--- src/rtl/pfr_pkg.sv ---
package pfr_pkg;
  // Strobes from control to datapath
  typedef struct packed {
    logic load;      // latch request address
    logic capture;   // sample flash bus, open page, emit response
    logic dropPage;  // idle timeout: close page
  } pfrStrobe_t;
endpackage

--- src/rtl/pfr_ctrl.sv ---
module pfr_ctrl
  import pfr_pkg::*;
#(
  parameter int INIT_WAIT  = 25,
  parameter int PAGE_WAIT  = 8,
  parameter int IDLE_LIMIT = 6
) (
  input  logic       clk,
  input  logic       rstN,
  input  logic       reqValid,
  input  logic       pageHit,
  input  logic       pageValid,
  output logic       reqReady,
  output logic       accessOn,
  output pfrStrobe_t strobe
);
  localparam int CNT_W  = $clog2(INIT_WAIT + 1);
  localparam int IDLE_W = $clog2(IDLE_LIMIT + 1);
  localparam logic [CNT_W-1:0]  LONG_LOAD  = CNT_W'(INIT_WAIT - 1);
  localparam logic [CNT_W-1:0]  SHORT_LOAD = CNT_W'(PAGE_WAIT - 1);
  localparam logic [IDLE_W-1:0] IDLE_LAST  = IDLE_W'(IDLE_LIMIT - 1);

  typedef enum logic {S_IDLE, S_ACCESS} state_t;

  state_t            state;
  logic [CNT_W-1:0]  waitCnt;
  logic [IDLE_W-1:0] idleCnt;
  logic              idleTick;

  assign reqReady = (state == S_IDLE);
  assign accessOn = (state == S_ACCESS);
  assign idleTick = reqReady && pageValid && !reqValid;

  always_comb begin
    strobe.load     = reqReady && reqValid;
    strobe.capture  = accessOn && (waitCnt == '0);
    strobe.dropPage = idleTick && (idleCnt == IDLE_LAST);
  end

  always_ff @(posedge clk) begin
    if (!rstN) begin
      state   <= S_IDLE;
      waitCnt <= '0;
    end else begin
      case (state)
        S_IDLE: if (reqValid) begin
          state   <= S_ACCESS;
          waitCnt <= pageHit ? SHORT_LOAD : LONG_LOAD;
        end
        S_ACCESS: if (waitCnt == '0) state <= S_IDLE;
                  else waitCnt <= waitCnt - 1'b1;
        default: state <= S_IDLE;
      endcase
    end
  end

  always_ff @(posedge clk) begin
    if (!rstN || !idleTick || strobe.dropPage) idleCnt <= '0;
    else                                       idleCnt <= idleCnt + 1'b1;
  end
endmodule

--- src/rtl/pfr_datapath.sv ---
module pfr_datapath
  import pfr_pkg::*;
#(
  parameter int ADDR_W    = 24,
  parameter int DATA_W    = 16,
  parameter int PAGE_BITS = 4
) (
  input  logic              clk,
  input  logic              rstN,
  input  pfrStrobe_t        strobe,
  input  logic              accessOn,
  input  logic [ADDR_W-1:0] reqAddr,
  input  logic [DATA_W-1:0] flashData,
  output logic              pageHit,
  output logic              pageValid,
  output logic [ADDR_W-1:0] flashAddr,
  output logic              flashCeN,
  output logic              flashOeN,
  output logic              rspValid,
  output logic [DATA_W-1:0] rspData
);
  localparam int TAG_W = ADDR_W - PAGE_BITS;

  logic [ADDR_W-1:0] addrReg;
  logic [TAG_W-1:0]  pageTag;

  assign pageHit   = pageValid && (pageTag == reqAddr[ADDR_W-1:PAGE_BITS]);
  assign flashAddr = addrReg;
  assign flashOeN  = !accessOn;
  assign flashCeN  = !(accessOn || pageValid);

  always_ff @(posedge clk) begin
    if (!rstN) begin
      addrReg   <= '0;
      pageTag   <= '0;
      pageValid <= 1'b0;
      rspValid  <= 1'b0;
      rspData   <= '0;
    end else begin
      rspValid <= strobe.capture;
      if (strobe.load) addrReg <= reqAddr;
      if (strobe.capture) begin
        rspData   <= flashData;
        pageTag   <= addrReg[ADDR_W-1:PAGE_BITS];
        pageValid <= 1'b1;
      end else if (strobe.dropPage) begin
        pageValid <= 1'b0;
      end
    end
  end
endmodule

--- src/rtl/pagedFlashReader.sv ---
module pagedFlashReader
  import pfr_pkg::*;
#(
  parameter int ADDR_W     = 24,
  parameter int DATA_W     = 16,
  parameter int PAGE_BITS  = 4,
  parameter int INIT_WAIT  = 25,
  parameter int PAGE_WAIT  = 8,
  parameter int IDLE_LIMIT = 6
) (
  input  logic              clk,
  input  logic              rstN,
  input  logic              reqValid,
  output logic              reqReady,
  input  logic [ADDR_W-1:0] reqAddr,
  output logic              rspValid,
  output logic [DATA_W-1:0] rspData,
  output logic [ADDR_W-1:0] flashAddr,
  output logic              flashCeN,
  output logic              flashOeN,
  input  logic [DATA_W-1:0] flashData
);
  pfrStrobe_t strobe;
  logic       pageHit;
  logic       pageValid;
  logic       accessOn;

  pfr_ctrl #(
    .INIT_WAIT(INIT_WAIT), .PAGE_WAIT(PAGE_WAIT), .IDLE_LIMIT(IDLE_LIMIT)
  ) u_ctrl (
    .clk(clk), .rstN(rstN), .reqValid(reqValid), .pageHit(pageHit),
    .pageValid(pageValid), .reqReady(reqReady), .accessOn(accessOn),
    .strobe(strobe)
  );

  pfr_datapath #(
    .ADDR_W(ADDR_W), .DATA_W(DATA_W), .PAGE_BITS(PAGE_BITS)
  ) u_dp (
    .clk(clk), .rstN(rstN), .strobe(strobe), .accessOn(accessOn),
    .reqAddr(reqAddr), .flashData(flashData), .pageHit(pageHit),
    .pageValid(pageValid), .flashAddr(flashAddr), .flashCeN(flashCeN),
    .flashOeN(flashOeN), .rspValid(rspValid), .rspData(rspData)
  );
endmodule

--- config.mk ---
export PLATFORM = sky130hd
export DESIGN_NAME = pagedFlashReader
export DESIGN_NICKNAME = d
export VERILOG_FILES = /design/src/rtl/pfr_pkg.sv /design/src/rtl/pfr_ctrl.sv /design/src/rtl/pfr_datapath.sv /design/src/rtl/pagedFlashReader.sv
export SDC_FILE = /design/constraint.sdc
export NUM_CORES = 1
export LEC_CHECK = 0
export ABC_AREA = 1
export BUFFER_PORTS_ARGS = -buffer_cell sky130_fd_sc_hd__clkbuf_2
export CAP_MARGIN = 15
export CORE_ASPECT_RATIO = 0.9
export CORE_MARGIN = 2
export CORE_UTILIZATION = 56
export CTS_BUF_LIST = sky130_fd_sc_hd__clkbuf_16
export CTS_CLUSTER_SIZE = 8
export DETAILED_ROUTE_END_ITERATION = 8
export PLACE_DENSITY = 0.82
export SETUP_SLACK_MARGIN = 0.1
export SLEW_MARGIN = 5
export SYNTH_ARGS = -nofsm -noshare
export SYNTH_HDL_FRONTEND = slang
export SYNTH_SLANG_ARGS = --single-unit
export TNS_END_PERCENT = 5
--- constraint.sdc ---
create_clock -name clk -period 3.75 [get_ports clk]
set_clock_uncertainty 0.15 [all_clocks]
set_input_delay 0.1875 -clock clk [delete_from_list [all_inputs] [get_ports clk]]
set_output_delay 0.1875 -clock clk [all_outputs]
set_load 0.05 [all_outputs]
==> results.ini, run 1 <==
[route]
drt_iter0_markers=218
drcViolationCount=0
totalWireLength_um=7664
wl_per_cell_um=12.44
dr.pass1.iters=4
viasPerCell=4.989
num_vias=3073
ant_nets=0

[synth]
ys_seq_elements=71
synthesis.nets=477
synth_edf_count=0
ys_async_sr_fraction_pct=0
syn_area_mm2=0.003089
synth_top_cell_by_area=dfxtp_1
synthTopCellsByCount=74 x nand2_1, 71 x dfxtp_1, 64 x inv_1
synth.top_cells.by_area=dfxtp_1 46%, a21oi_1 9.9%, o21ai_0 9.4%
yosysMostFrequentCell=nand2_1
yosysSeqAreaShare_pct=46.01
synth_top_area_share_pct=46.01
yosysWarnings=0
postSynthCellCount=431
synthDistinctLibCells=27
synth.avg_cell_area_um2=7.168
synthFlopType=dfxtp_1

[critical_path]
critPathMaxFanout=43
cp-start-kind=register
r2r_start=u_ctrl.waitCnt[0]
arrival_ns=2.57
cp-end-kind=register
rrSetupSlack_ns=1.24
r2r_end=u_dp.rspData[3]
r2r.worst_path.cells=8
setup.worst_path.class=register to register
worstPathRequired_ns=3.81

[final_layout]
drive_gt1_share_pct=20.04
nNetsFinal=590
diodes=0
syn_to_final_growth_pct=34.14
fin_cells=616

[global_routing]
grt_overflow=0
grt_use_total_pct=26.76
antenna_found_initial=0
grt_pass1_vias=2836
grt_max_degree=67
grt_pass1_wl_um=12410

[cts]
clock-root-buffer=clkbuf_16
clock_path_buffers=2
cts.htree.levels=3
cts_tree=yes
clock-sinks=71
cts_buffers=9
clkTransAtPathRegs_ns=0.05
clock_latency_ns=0.33

[timing]
finalSetupTns_ns=0
post-route-min-period_ns=2.514
tightest_slew_ns=1.065
rsz0062_at_grt=no
period_share_pct=67.03
finalSetupViolCount=0
clock.fmax_mhz=397.8
drv_slew=0
hold_viol=0
maxSlewHeadroom_pct=28.99

[power_and_ir_drop]
vdd_ir_drop_max_mv=0.4108
p_leak_nw=1.956
p_per_area_mw_per_mm2=533.2

[run]
maxCapViolations=0

[floorplan]
die_w_um=82.29
placement_rows=25
die_height_um=74.46
start_util_pct=58.44
core_region_area_mm2=0.005286
dieArea_mm2=0.006127
io_pins=87

[hold_path]
whs_endpoint=u_dp.rspData[5]
holdPathStages=3
hold_path.startpoint=flashData[5]
hold_path_class=primary input to register

[outcome]
status=finished clean

[place]
gp_congestion=0.8244
dp_hpwl_um=4832
dp_cells=565
port_buffers=86

state kept, by name, indices dropped and copies added, names as in the netlist:
signal and count:
u_dp.rspData 16, u_ctrl.idleCnt 3, u_ctrl.accessOn 1, u_dp.flashAddr 24, u_dp.rspValid 1, u_ctrl.waitCnt 5, u_dp.pageValid 1, u_dp.pageTag 20
report_power, final:
part | internal, W | switching [W] | leakage, nW | total [W]
logic | 0.000140 | 0.000325 | 1.21 | 0.000465
clock network | 0.000572 | 0.000305 | 0.163 | 0.000877
registers | 0.000822 | 0.0000449 | 0.582 | 0.000867
cells in the final DEF (no fill, tap or decap), types with 2 or more instances in the layout:
cell type,count
o21ai_0,58
ha_1,3
clkinv_2,2
bufinv_16,2
o21ai_1,11
clkbuf_2,86
dlygate4sd3_1,35
a21oi_1,61
dfxtp_1,71
inv_2,2
clkbuf_16,9
xnor2_1,3
buf_4,2
inv_1,67
nand2_1,74
nand4_1,2
nor2_1,43
nand3_1,7
metrics by stage:
stage          utilization, %  cell area (µm²)  total power [W]  worst slack [ns]  hold slack (ns)
2_1_floorplan               -             3089         0.001213             2.235           0.1724
3_3_place_gp            65.96             3487         0.001300             1.419           0.2616
3_5_place_dp            65.96             3487         0.001311             1.293           0.2646
4_1_cts                 78.39             4144         0.002221             1.265        0.0009064
5_1_grt                 78.39             4144         0.002316            0.9802          0.05064
6_report                78.39             4144         0.002210             1.236         0.009053
worst max path at each step:
stage                 startpoint          endpoint  depth (start not counted)
4_1_cts        u_ctrl.waitCnt[0]   u_dp.rspData[3]                          8
2_1_floorplan  u_ctrl.waitCnt[0]  u_dp.pageTag[18]                          9
5_1_grt        u_ctrl.waitCnt[0]  u_dp.pageTag[14]                          8
3_3_place_gp   u_ctrl.waitCnt[0]  u_dp.pageTag[14]                          8
6_report       u_ctrl.waitCnt[0]   u_dp.rspData[3]                          8
3_5_place_dp   u_ctrl.waitCnt[0]   u_dp.rspData[3]                          8
final cells by class:
cell class	instances	area (µm²)
Multi-Input combinational cell	273	1289
Sequential cell	71	1421
Clock buffer	9	225.2
Fill cell	403	1142
Timing Repair Buffer	123	795.8
Clock inverter	7	81.33
Inverter	66	247.7
Tap cell	67	83.83
kinds of logic (layout without fill, tap and decap cells):
kind of cell	Yosys count	in the layout	synth area share, %
XOR/XNOR	3	3	0.8507
AND/OR/NAND/NOR	134	134	17.78
buffers and inverters	87	205	12.27
AO/OA/AOI/OAI	133	133	21.87
flip-flops	71	71	46.01
adder cells (fa/ha/maj)	3	3	1.215
layer usage:
metal	track usage, %	vias up	part of all wire (%)
met1	30.63	1373	44
li1	-	1608	-
met2	47.04	84	49
met4	7.037	0	1.0
met3	9.951	8	6.7
met5	0	-	0
what timing repair did:
action	4_1_cts	5_1_grt
setup buffers	0	0
hold buffers	35	0
hold endpoints to repair	35	0
gates resized for setup	0	0
critical path, stage by stage, from the launching register on:
cell,delay [ns]
dfxtp_1,0.31
inv_1,0.07
ha_1,0.14
inv_1,0.06
nor3_2,0.24
nand3_2,0.64
buf_4,0.49
o21ai_0,0.21
a21oi_1,0.07
(Power assumes the default switching activity.)
==> run 2: changes to the inputs <==
--- a/config.mk
+++ b/config.mk
@@ -10,11 +10,11 @@
 export CAP_MARGIN = 15
 export CORE_ASPECT_RATIO = 0.9
 export CORE_MARGIN = 2
-export CORE_UTILIZATION = 56
+export CORE_UTILIZATION = 52
 export CTS_BUF_LIST = sky130_fd_sc_hd__clkbuf_16
 export CTS_CLUSTER_SIZE = 8
 export DETAILED_ROUTE_END_ITERATION = 8
-export PLACE_DENSITY = 0.82
+export PLACE_DENSITY = 0.77
 export SETUP_SLACK_MARGIN = 0.1
 export SLEW_MARGIN = 5
 export SYNTH_ARGS = -nofsm -noshare
==> constraint.sdc (replaced) <==
create_clock -name clk -period 2.5 [get_ports clk]
set_clock_uncertainty 0.15 [all_clocks]
set_input_delay 0.125 -clock clk [delete_from_list [all_inputs] [get_ports clk]]
set_output_delay 0.125 -clock clk [all_outputs]
set_load 0.05 [all_outputs]
==> run 2 against run 1 <==
  * Count of clock-buffer cells in the layout unchanged
  * Cell count rose by 1.8%
  * Total power increased by 45%
  * First-iteration DRC count down 21%
  * Routed wire length decreased by 3.3%
  * Sequential share of layout area decreased by 0.41 points
  * Register-to-register slack worse by 0.75 ns
==> results.ini, run 2 (synthesis gave the netlist of run 1 again) <==
[outcome]
status=finished clean

[timing]
finalSetupViolCount=0
maxSlewHeadroom_pct=47.84
drv_slew=0
tightest_slew_ns=0.7824
hold_viol=0
period_share_pct=80.42
rsz0062_at_grt=no
clock.fmax_mhz=497.4
finalSetupTns_ns=0
post-route-min-period_ns=2.011

[power_and_ir_drop]
internal_power_w=0.002205
p_per_area_mw_per_mm2=762.0
p_switching_w=0.0009908
p_seq_share_pct=40.6
p_leak_nw=1.971
vdd_ir_drop_max_mv=0.7949
pwr-share-comb_pct=22.0
power_frac_clock_pct=37.3
swShare_pct=31.00

[place]
gp_congestion=0.7668
port_buffers=86
dp_hpwl_um=4763
place_area_mm2=0.003513

[final_layout]
largest_reg_flops=24
syn_to_final_growth_pct=35.76
design_area_mm2=0.004194
layout_common_cells=86 x clkbuf_2, 74 x nand2_1, 71 x dfxtp_1, 65 x inv_1, 61 x a21oi_1
final_common_cell=clkbuf_2
diodes=0
drive_gt1_share_pct=20.11
nNetsFinal=598

[floorplan]
core_region_area_mm2=0.005693
io_pins=87
die_w_um=85.25
die_height_um=77.12
placement_rows=26
dieArea_mm2=0.006574
start_util_pct=54.26

[route]
ant_nets=0
drt_iter0_markers=172
dr.pass1.iters=4
viasPerCell=4.909
drcViolationCount=0
totalWireLength_um=7414
wl_per_cell_um=11.82
num_vias=3078

[critical_path]
cp-start-kind=register
rrSetupSlack_ns=0.49
critPathCapture=u_dp.pageValid
worstPathRequired_ns=2.61
cp-end-kind=register
setup.worst_path.class=register to register
path_buf_inv=3
crit_chain=inv_1 > ha_1 > inv_1 > nor3_2 > nand3_2 > buf_4 > o311ai_0 > a21oi_1
worst-path-stages=8
critPathMaxFanout=75
critPathLaunch=u_ctrl.waitCnt[0]
slowest_delay_ns=0.54
r2r.worst_path.cells=8
cp_top_family=buffers and inverters
r2r_end=u_dp.pageValid
crit_slowest_cell=buf_4
r2r_start=u_ctrl.waitCnt[0]
crit_top_cell=inv_1
arrival_ns=2.12

[global_routing]
grt_max_degree=76
antenna_found_initial=0
grt_pass1_vias=2831
grt_use_total_pct=23.27
grt_pass1_wl_um=12180
grt_overflow=0

[run]
maxCapViolations=0

[cts]
clock-sinks=71
clock_latency_ns=0.33
clock-root-buffer=clkbuf_16
cts_tree=yes
clock_path_buffers=2
cts_buffers=9
cts.htree.levels=3
clkTransAtPathRegs_ns=0.05
post_cts_buffers=0

[hold_path]
hold_path_class=primary input to register

## run 2: per-layer routing
metal	vias to the layer above	track usage, %	part of all wire [%]
li1	1610	-	-
met1	1365	26.82	44
met2	95	40.63	48
met3	8	7.212	6.8
met4	0	7.778	1.2
met5	-	0	0
## run 2: tightest hold or removal path: cells and delay by family
kind	cells	cell delay, ns
simple gates	2	0.18
buf+inv	2	0.16
## run 2: worst min path at each step
stage	start	slack [ns]	to	cells past startpoint
finish	reqValid	0.04	u_ctrl.idleCnt[2]	4
global route	reqValid	0.06	u_ctrl.idleCnt[2]	4
CTS	reqValid	0.04	u_dp.pageValid	3
detailed placement	reqAddr[3]	0.21	u_dp.flashAddr[3]	3
global placement	reqAddr[2]	0.20	u_dp.flashAddr[2]	3
floorplan	reqAddr[18]	0.11	u_dp.flashAddr[18]	2
## run 2: metrics by stage
stage | std cells | power [W] | hold WS (ns) | utilization (%) | setup slack, ns
after floorplan | 431 | 0.001820 | 0.1099 | - | 0.9854
after global placement | 571 | 0.001955 | 0.1987 | 61.71 | 0.5836
after detailed placement | 571 | 0.001968 | 0.2082 | 61.71 | 0.5047
after CTS | 627 | 0.003215 | 0.03500 | 73.67 | 0.5034
after global routing | 627 | 0.003351 | 0.06445 | 73.67 | 0.2555
final | 627 | 0.003196 | 0.04443 | 73.67 | 0.4895
## run 2: what timing repair did
item	CTS	global route
hold buffers	40	0
gates resized for setup	0	0
hold endpoints to repair	40	0
## run 2: final cells by class
class                   count  area [µm²]
multi-input cells         273        1289
flip-flops and latches     71        1421
well taps                  70       87.58
clock inverters             7       55.05
clock buffers               9       225.2
fillers                   452        1499
inverters                  66       247.7
repair buffers            131       868.3
## run 2: power by group through the flow
stage                     clock network (W)  logic, W  registers [W]
after floorplan                           0  0.000312        0.00151
after global placement                    0  0.000639        0.00132
after detailed placement                  0  0.000648        0.00132
after CTS                           0.00122  0.000701        0.00130
after global routing                0.00127  0.000772        0.00131
final                               0.00119  0.000704        0.00130
==> run 3: changes to the inputs <==
--- a/config.mk
+++ b/config.mk
@@ -5,16 +5,16 @@
 export SDC_FILE = /design/constraint.sdc
 export NUM_CORES = 1
 export LEC_CHECK = 0
-export ABC_AREA = 1
+export ABC_AREA = 0
 export BUFFER_PORTS_ARGS = -buffer_cell sky130_fd_sc_hd__clkbuf_2
 export CAP_MARGIN = 15
 export CORE_ASPECT_RATIO = 0.9
 export CORE_MARGIN = 2
-export CORE_UTILIZATION = 52
+export CORE_UTILIZATION = 50
 export CTS_BUF_LIST = sky130_fd_sc_hd__clkbuf_16
 export CTS_CLUSTER_SIZE = 8
 export DETAILED_ROUTE_END_ITERATION = 8
-export PLACE_DENSITY = 0.77
+export PLACE_DENSITY = 0.75
 export SETUP_SLACK_MARGIN = 0.1
 export SLEW_MARGIN = 5
 export SYNTH_ARGS = -nofsm -noshare
==> constraint.sdc (replaced) <==
create_clock -name clk -period 1.9 [get_ports clk]
set_clock_uncertainty 0.15 [all_clocks]
set_input_delay 0.095 -clock clk [delete_from_list [all_inputs] [get_ports clk]]
set_output_delay 0.095 -clock clk [all_outputs]
set_load 0.05 [all_outputs]
==> run 3 against run 2 <==
  * Sequential power rose by 26%
  * Cell count fell by 13%
  * Non-clock buffer count rose by 6
  * Die area fell by 5.2%
  * Synthesized cell count fell by 19%
  * Cell area fell by 1.8%
  * Register-to-register slack got worse by 0.30 ns
  * Critical path type unchanged
  * Highest routed layer unchanged
==> results.ini, run 3 <==
[cts]
clock-root-buffer=clkbuf_16
cts.htree.levels=3
clock-sinks=71
cts_buffers=9
clock_path_buffers=2
clock_latency_ns=0.33
cts_tree=yes
clkTransAtPathRegs_ns=0.05

[floorplan]
die_w_um=82.99
io_pins=87
die_height_um=75.09
dieArea_mm2=0.006232
start_util_pct=52.49
core_region_area_mm2=0.005349
placement_rows=25

[hold_path]
holdPathStages=2
whs_endpoint=u_dp.rspData[4]
hold_path_class=register to register
hold_path.startpoint=u_dp.rspData[4]

[place]
gp_congestion=0.9226
port_buffers=86
dp_hpwl_um=4596

[final_layout]
final_util_pct=76.98
syn_to_final_growth_pct=46.66
layout_common_cells=123 x nand2_1, 86 x clkbuf_2, 70 x dfxtp_1, 62 x a21oi_1, 42 x dlygate4sd3_1
drive_gt1_share_pct=25.78
multi_input_area_mm2=0.001323
nNetsFinal=522
diodes=0
final_common_cell=nand2_1
largest_reg_flops=24
fillers=359
regArea_mm2=0.001423

[synth]
synthTopCellsByCount=124 x nand2_1, 71 x dfxtp_1, 63 x a21oi_1
ys_seq_elements=71
ys_async_sr_fraction_pct=0
synth_edf_count=0
yosysSeqAreaShare_pct=50.62
synth.top_cells.by_area=dfxtp_1 51%, nand2_1 17%, a21oi_1 11%
syn_area_mm2=0.002808
postSynthCellCount=349
yosysMostFrequentCell=nand2_1
synth_top_cell_by_area=dfxtp_1
yosysWarnings=0
synthesis.nets=395
synthDistinctLibCells=35
synth_top_area_share_pct=50.62
synthFlopType=dfxtp_1
synth.avg_cell_area_um2=8.045

[timing]
drv_slew=0
rsz0062_at_grt=yes
period_share_pct=90.24
finalSetupTns_ns=0
finalSetupViolCount=0
maxSlewHeadroom_pct=67.80
tightest_slew_ns=0.4812
clock.fmax_mhz=583.2
post-route-min-period_ns=1.715
hold_viol=0

[critical_path]
crit_slowest_cell=and4bb_2
rrSetupSlack_ns=0.19
slowest_delay_ns=0.35
r2r_end=u_dp.rspData[8]
cp-end-kind=register
setup.worst_path.class=register to register
critPathMaxFanout=15
arrival_ns=1.76
worstPathRequired_ns=1.94
crit_chain=inv_1 > ha_2 > and4bb_2 > nand2_2 > buf_12 > nand2_1 > a21oi_1
r2r.worst_path.cells=7
cp-start-kind=register
r2r_start=u_ctrl.waitCnt[0]

[global_routing]
grt_pass1_wl_um=11740
antenna_found_initial=0
grt_pass1_vias=2627
grt_use_total_pct=23.75
grt_max_degree=48
grt_overflow=0

[route]
viasPerCell=5.141
totalWireLength_um=7515
dr.pass1.iters=4
num_vias=2817
wl_per_cell_um=13.71
drcViolationCount=0
drt_iter0_markers=165
ant_nets=0

[power_and_ir_drop]
p_leak_nw=1.746
p_per_area_mw_per_mm2=988.6
vdd_ir_drop_max_mv=0.7675
pwr-share-comb_pct=20.1
p_seq_share_pct=40.3
power_frac_clock_pct=39.6
swShare_pct=29.59
p_switching_w=0.001205
internal_power_w=0.002866

[outcome]
status=finished clean

[run]
maxCapViolations=0

[run 3: changes by cell type in the layout (fill, tap and decap cells not counted), moves of 3 or more]
cell     before  now
o21ai_1      11    0
o21ai_0      58    2
inv_1        65    7
buf_12        0    3
nor4_2        0    4
nand2_1      74  123
nor2_1       43    6
xor2_1        0   20
nand3_1       7    1
[run 3: cell families (layout without fill, tap and decap cells)]
logic type	count (synthesis)	count (layout)	share of synthesized area (%)
adder cells (fa/ha/maj)	3	3	1.337
buffers and inverters	28	160	4.367
AO/OA/AOI/OAI	78	78	15.11
flip-flops	71	71	50.62
XOR/XNOR	22	22	6.863
AND/OR/NAND/NOR	147	147	21.70
[run 3: per-stage QoR]
stage               area (µm²)  power [W]  hold slack (ns)  worst slack [ns]  instances
floorplan                 2808   0.002156          0.08099            0.2002        349
global placement          3326   0.002359           0.1675            0.2048        489
detailed placement        3326   0.002373           0.1715            0.1191        489
CTS                       4040   0.004053           0.3040            0.1225        547
global route              4118   0.004216           0.3229           0.08119        548
finish                    4118   0.004071           0.3028            0.1855        548
[run 3: worst max-delay path by stage]
stage / startpoint / endpoint / slack [ns] / cells past startpoint
after global placement: u_ctrl.waitCnt[0] / u_ctrl.waitCnt[0] / 0.20 / 6
after detailed placement: u_ctrl.waitCnt[0] / u_ctrl.waitCnt[0] / 0.12 / 6
after global routing: u_ctrl.waitCnt[0] / u_dp.rspData[8] / 0.08 / 7
after CTS: u_ctrl.waitCnt[0] / u_ctrl.waitCnt[2] / 0.12 / 6
final: u_ctrl.waitCnt[0] / u_dp.rspData[8] / 0.19 / 7
after floorplan: u_ctrl.waitCnt[0] / u_dp.rspData[10] / 0.20 / 8
[run 3: cell type report]
type	instances	area share, %
timing repair buffer	137	23.64
inverter	7	0.6381
clock buffer	9	5.469
sequential	71	34.55
clock inverter	7	1.550
tap	67	2.036
multi-input combinational	250	32.12
[run 3: power groups by stage]
stage               logic (W)  registers (W)  clock network (W)
global route         0.000876        0.00165            0.00169
CTS                  0.000780        0.00164            0.00164
detailed placement   0.000706        0.00167                  0
floorplan            0.000301        0.00186                  0
global placement     0.000696        0.00166                  0
finish               0.000819        0.00164            0.00161
[run 3: what timing repair did]
action | 4_1_cts | 5_1_grt
hold buffers | 42 | 0
cloned | 0 | 1
gates resized for setup | 1 | 11
endpoints found under the hold margin | 45 | 0
pin swaps | 0 | 2
setup buffers | 0 | 0
endpoints found under the setup margin | 1 | 31
[run 3: per-layer routing]
| metal | vias to the layer above | share of wire (%) | track usage, % | wire length, µm |
|---|---|---|---|---|
| li1 | 1403 | - | - | - |
| met1 | 1318 | 43 | 28.37 | 3201 |
| met2 | 87 | 51 | 41.49 | 3808 |
| met3 | 9 | 5.6 | 6.469 | 421 |
| met4 | 0 | 1.1 | 9.836 | 83 |
| met5 | - | 0 | 0 | 0 |
[run 3: critical path, delay by kind of cell, from the launching register on]
family / cells / cell delay [ns]
compound gates: 1 / 0.07
flops: 1 / 0.33
buf+inv: 2 / 0.26
simple gates: 3 / 0.56
fa+ha+maj: 1 / 0.21
